## config.mk

```make
export PLATFORM = sky130hd
export DESIGN_NAME = cfg_uart_tx
export DESIGN_NICKNAME = d
export VERILOG_FILES = /design/src/rtl/cfg_uart_tx.sv
export SDC_FILE = /design/constraint.sdc
export NUM_CORES = 1
export LEC_CHECK = 0
export ABC_CLOCK_PERIOD_IN_PS = 7100
export BUFFER_PORTS_ARGS = -buffer_cell sky130_fd_sc_hd__buf_2
export CAP_MARGIN = 40
export CORE_MARGIN = 2
export CORE_UTILIZATION = 35
export CTS_BUF_LIST = sky130_fd_sc_hd__clkbuf_4 sky130_fd_sc_hd__clkbuf_8
export CTS_CLUSTER_SIZE = 10
export DETAILED_ROUTE_END_ITERATION = 6
export PLACE_DENSITY_LB_ADDON = 0.12
export SYNTH_ARGS = -nofsm -noshare
export SYNTH_HDL_FRONTEND = slang
export SYNTH_SLANG_ARGS = --single-unit
```

## constraint.sdc

```tcl
create_clock -name clk -period 7.1 [get_ports clk]
set_clock_uncertainty 0.05 [all_clocks]
set_input_delay 1.42 -clock clk [delete_from_list [all_inputs] [get_ports clk]]
set_output_delay 1.42 -clock clk [all_outputs]
set_load 0.1 [all_outputs]
```

## src/rtl/cfg_uart_tx.sv

```systemverilog
module cfg_uart_tx #(
  parameter int CLK_HZ = 50_000_000
) (
  input  logic       clk,
  input  logic       rst_n,
  input  logic [7:0] in_data,
  input  logic       in_valid,
  output logic       in_ready,
  input  logic       len8,
  input  logic       par_en,
  input  logic       par_even,
  input  logic       stop2,
  input  logic [1:0] rate_sel,
  output logic       txd,
  output logic       busy
);
  localparam int PER0 = (CLK_HZ + 4800) / 9600;
  localparam int PER1 = (CLK_HZ + 2400) / 4800;
  localparam int PER2 = (CLK_HZ + 1200) / 2400;
  localparam int PER3 = (CLK_HZ + 600) / 1200;
  localparam int CW   = $clog2(PER3 + 1);

  typedef enum logic [2:0] {S_IDLE, S_START, S_DATA, S_PAR, S_STOP} state_t;

  state_t        state;
  logic [CW-1:0] cnt, per_q, per_sel;
  logic [7:0]    shreg;
  logic [2:0]    idx;
  logic          len8_q, paren_q, stop2_q, par_q, stop_n;
  logic [7:0]    masked;

  always_comb begin
    case (rate_sel)
      2'b00:   per_sel = CW'(PER0 - 1);
      2'b01:   per_sel = CW'(PER1 - 1);
      2'b10:   per_sel = CW'(PER2 - 1);
      default: per_sel = CW'(PER3 - 1);
    endcase
  end

  assign masked   = len8 ? in_data : {1'b0, in_data[6:0]};
  assign busy     = (state != S_IDLE);
  assign in_ready = !busy;

  always_comb begin
    case (state)
      S_START: txd = 1'b0;
      S_DATA:  txd = shreg[0];
      S_PAR:   txd = par_q;
      default: txd = 1'b1;
    endcase
  end

  always_ff @(posedge clk) begin
    if (!rst_n) begin
      state   <= S_IDLE;
      cnt     <= '0;
      per_q   <= '0;
      shreg   <= '0;
      idx     <= '0;
      len8_q  <= 1'b0;
      paren_q <= 1'b0;
      stop2_q <= 1'b0;
      par_q   <= 1'b0;
      stop_n  <= 1'b0;
    end else if (state == S_IDLE) begin
      if (in_valid) begin
        state   <= S_START;
        cnt     <= per_sel;
        per_q   <= per_sel;
        shreg   <= masked;
        len8_q  <= len8;
        paren_q <= par_en;
        stop2_q <= stop2;
        par_q   <= (^masked) ^ ~par_even;
        idx     <= '0;
        stop_n  <= 1'b0;
      end
    end else if (cnt != '0) begin
      cnt <= cnt - 1'b1;
    end else begin
      cnt <= per_q;
      case (state)
        S_START: state <= S_DATA;
        S_DATA: begin
          shreg <= {1'b0, shreg[7:1]};
          if (idx == (len8_q ? 3'd7 : 3'd6))
            state <= paren_q ? S_PAR : S_STOP;
          else
            idx <= idx + 1'b1;
        end
        S_PAR: state <= S_STOP;
        default: begin
          if (stop2_q && !stop_n) stop_n <= 1'b1;
          else                    state  <= S_IDLE;
        end
      endcase
    end
  end
endmodule

```

* Word level (Yosys, flattened, before mapping)
Index checks and enable logic that the tools add are counted.
** Word-level totals
- Input bits :: 17
- Memories :: 0
- Output and inout port bits :: 3
- Bits in writable memories :: 0
- Memory bits (read-only) :: 0
- Bits in latches :: 0
- Word-level logic and storage cells :: 70
- Register bits after elaboration :: 51
** Cells by class
- Divide/modulo/power cells :: 0
- Magnitude comparators :: 0
- Bitwise gates (word level) :: 2
- Add/sub/neg operators :: 2
- Equal/unequal tests :: 12
- Reduce and logical (&&, ||, !) cells :: 16
- Multiply operators :: 0
- Shift-type cells :: 0
- Muxes and demuxes :: 28
** Operator list (number)
- 16-bit two-way mux :: 3
- 16-bit one-hot mux with 3 select lines :: 1
- 8-bit two-way mux :: 5
- 3-bit two-way mux :: 11
- 16-bit nonzero test :: 1
- 16-bit by 1-bit subtractor with 16-bit output, second input constant :: 1
- 4-bit AND reduction :: 3
- 3-bit one-hot mux with 3 select lines :: 1
- 8-bit XOR reduction :: 1
- 3-bit by 2-bit == test with 1-bit output, second input constant :: 2
- 1-bit two-way mux :: 6
- 2-bit != test, second input constant :: 3
- 5-bit by 2-bit != test with 1-bit output, second input constant :: 1
- 2-bit nonzero test :: 2
- 3-bit by 1-bit adder with 3-bit output, second input constant :: 1
- 3-bit by 1-bit == test with 1-bit output, second input constant :: 1
- 3-bit == test :: 1
- 3-bit zero test :: 1
- 3-bit != test, second input constant :: 1
- 1-bit one-hot mux with 3 select lines :: 1
- 3-bit AND reduction :: 1
- 3-bit nonzero test :: 1
- 3-bit OR reduction :: 1
- 2-bit by 1-bit == test with 1-bit output, second input constant :: 1
- other kinds (8) :: 9

* Depth between registers and ports, before layout
- Depth after elaboration :: 6
- Mapped depth :: 8
- Mapped depth without buffers :: 7

* Worst setup path before layout
OpenSTA, ideal clock, no wires.
- Path type :: reg2out
- Start :: register state[2]
- End :: output port in_ready
- Cell stages (with the launch flop) :: 5
- Required time :: 5630 ps
- Setup slack :: 3574 ps
- Data arrival time :: 2056 ps
- Path buffers :: 3
- Cells stage by stage :: dfxtp_1 > clkbuf_1 > nor3_1 > clkbuf_1 > clkbuf_1
** Between the ends
- Word-level cells in the longest chain between the ends :: 2
** RTL lines
- start: declaration :: line 25 : state_t state;
- start signal: assignment :: line 88 : state <= paren_q ? S_PAR : S_STOP;
- 3-bit nonzero test :: line 42 : assign busy = (state != S_IDLE);
- 1-bit zero test :: line 43 : assign in_ready = !busy;
- end: declaration :: line 8 : output logic in_ready,
Every way passes these cells.

* Final worst setup path
- Start :: register state[1]
- End :: output port busy
** Between the ends
- Word-level cells in the longest chain between the ends :: 1
** RTL lines
- 3-bit nonzero test :: line 42
- end: declaration :: line 15 : output logic busy
Every way passes these cells.

==> metrics <==
Post-synth EDFFs 0; post-CTS setup buffer count 0; Rows 30; gr ovfl total 0; sequential cell area fraction in the yosys report 36.0%; CP Max Fanout 29; crit path buf inv count 4; crit path cell chain nor3_2, buf_4, inv_1, buf_4, buf_2; vias per std cell 5.32; 1st-pass router iterations 4; PortBufs 19; worst-case reg-to-reg path depth 5; largest net degree at the start of global routing 30; Core ar. 6870 um^2; Fillers 733; area of the multi-input gates 1470 um^2; wire per inst 15.6 um; RSZ-0062 raised after global routing false; DRC viols 0; crit-path max cell delay 0.50 ns; Syn Nets 335; Final setup viols 0; nets 347; async set-reset flop share out of synthesis 0%; worst vdd ir 0.105 mV; Worst EP arrival 1.99 ns; Crit. End Element output pin; H-tree depth 2; RR Endpoint shreg[5]; ANT cells 0; clock-pin slew on the worst setup and hold paths 0.09 ns; leading register cell type out of synthesis dfxtp_1; clock root cell clkbuf_8; vias in the first global route 2026; IO Count 20; data required time of the worst path 5.63 ns; post-route setup slack 3.64 ns; Worst setup SP type flop; reg2reg setup slack 4.39 ns; r2r startpoint cnt[10]; Leak 1.07 nW; global-route wire length before repair 10.8 mm; die width 88.6 um; fin crit share 48.7%; critical setup path kind flop to output pin; Skew-Pair Late Insertion Delay 0.30 ns; TritonCTS buffer count 5; Final min period 3.46 ns; Via Count 2225; worst slack, placed 3.77 ns; dpl hpwl 4.57 mm; hold path cells 2; Critical-path top delay cell dfxtp_1; highest metal used met4; synthesized area per cell 8.08 um^2; initial core utilization 36.5%; Sink Count 45; Final Hold Fails 0; final design utilization 40.5%; Netlist cell types 57; total negative slack 0 ns; Hold WC Path Type flop to flop; initial antenna violation count 0; number of gates resized after CTS 0; number of synthesis warnings 0; full die area 7850 um^2; Total GRT Usage 17.9%; Max-Cap Viols 0; DR iter-0 viols 121; CTS tree built; Synth-to-Final Area Change 10.9%; relative slew slack 53.3%; M1 WL 3.38 mm; layout cell share with drive strength beyond 1 14.6%; P per Cell Area 426 nW/um^2; Sequential Area 901 um^2; CP dominant cell by count buf_4; Min-Delay Endpoint per_q[5]; cell count after synthesis 310; CTS hold repair buffers 0; f_max 289 MHz; DR WL met3 274 um; Synth Cell Area 2500 um^2; Top Family by Delay on Critical Path buffers and inverters; Max Slew Vio Count 0; post-route antenna net violation count 0; #FFs+latches synth 45; GPL Wtd Cong 0.763; outcome finished, final reports clean; Die Height 88.6 um; clk buf depth 2; hold wc startpoint per_q[5]; metal2 WL 2.82 mm; routed wire length 6.50 mm; worst-margin pin slew 0.699 ns
## synth_stat cells, drive strengths merged, types with 6 or more instances
cell type / instances / share of area [%]
a311oi: 6 / 2.6
ha: 8 / 4.0
nor3: 6 / 1.2
clkbuf: 14 / 2.1
nand3: 7 / 1.4
nor2: 33 / 4.9
inv: 10 / 1.5
o21ai: 12 / 2.4
nand2: 54 / 8.1
a31oi: 7 / 1.7
dfxtp: 45 / 36
a21oi: 20 / 4.0
xnor2: 11 / 3.8
## worst max-delay path by stage
stage	cells past startpoint	endpoint	start	slack, ns
6_report	5	busy	state[1]	3.64
5_1_grt	5	busy	state[1]	3.53
4_1_cts	5	busy	state[1]	3.64
3_5_place_dp	6	cnt[3]	rst_n	3.77
3_3_place_gp	5	cnt[3]	rst_n	3.49
2_1_floorplan	4	in_ready	state[2]	3.57
## routing by layer
layer | up-vias | global-route usage, %
met2 | 41 | 25.3
met5 | - | 0
met3 | 3 | 3.17
met1 | 1040 | 28.0
met4 | 0 | 4.13
li1 | 1141 | -
## tightest hold or removal path: cells and delay by family, from the launching register on
kind | cells | cell delay, ns
AO/OA/AOI/OAI | 1 | 0.05
AND/OR/NAND/NOR | 1 | 0.05
flip-flops | 1 | 0.32
## state kept, by name, summed over array words and instances, names as in the netlist
name     flops
cnt         16
idx          3
len8_q       1
par_q        1
paren_q      1
per_q       10
shreg        8
state        3
stop2_q      1
stop_n       1
## cell families (layout without fill, tap and decap cells)
family / after synthesis / in the layout / share of synthesized area (%)
compound gates: 80 / 80 / 23.1
xor+xnor: 16 / 16 / 5.59
fa+ha+maj: 8 / 8 / 4.00
buf+inv: 30 / 42 / 5.44
flops: 45 / 45 / 36.0
mux: 5 / 5 / 2.10
simple gates: 126 / 126 / 23.8
## per-stage QoR
step	std cells	area, um^2	total power, mW	hold slack (ns)
2_1_floorplan	310	2500	0.862	0.386
3_3_place_gp	410	2660	0.993	0.397
3_5_place_dp	411	2680	0.991	0.403
4_1_cts	418	2780	1.19	0.416
5_1_grt	418	2780	1.28	0.435
6_report	418	2780	1.18	0.413
## cell usage in the layout, fill, tap and decap left out, drive strengths merged, types with 3 or more instances in the layout
cell type	n
o21a	4
nor3	6
dfxtp	45
a31oi	7
o211ai	4
ha	8
nand2	54
a311oi	6
nor4	5
a211oi	5
xor2	5
clkbuf	5
xnor2	11
inv	10
a31o	3
buf	24
nor2	33
nand4	3
mux2i	3
o21ai	12
nand3	7
or4	3
a21oi	20
o31ai	4
or3	5
## power breakdown
group          internal [mW]  switching, mW  leakage [nW]
Combinational          0.209          0.411         0.647
Sequential             0.313         0.0569         0.370
Clock                  0.102         0.0914        0.0540
Total                  0.624          0.559          1.07
## area by class of cell
type | count | area share [%]
clock buffer | 5 | 2.48
clock inverter | 2 | 1.26
inverter | 11 | 1.49
multi-input combinational | 235 | 53.0
sequential | 45 | 32.4
tap | 96 | 4.32
timing repair buffer | 24 | 5.04
Power figures use the tool's default switching activity.
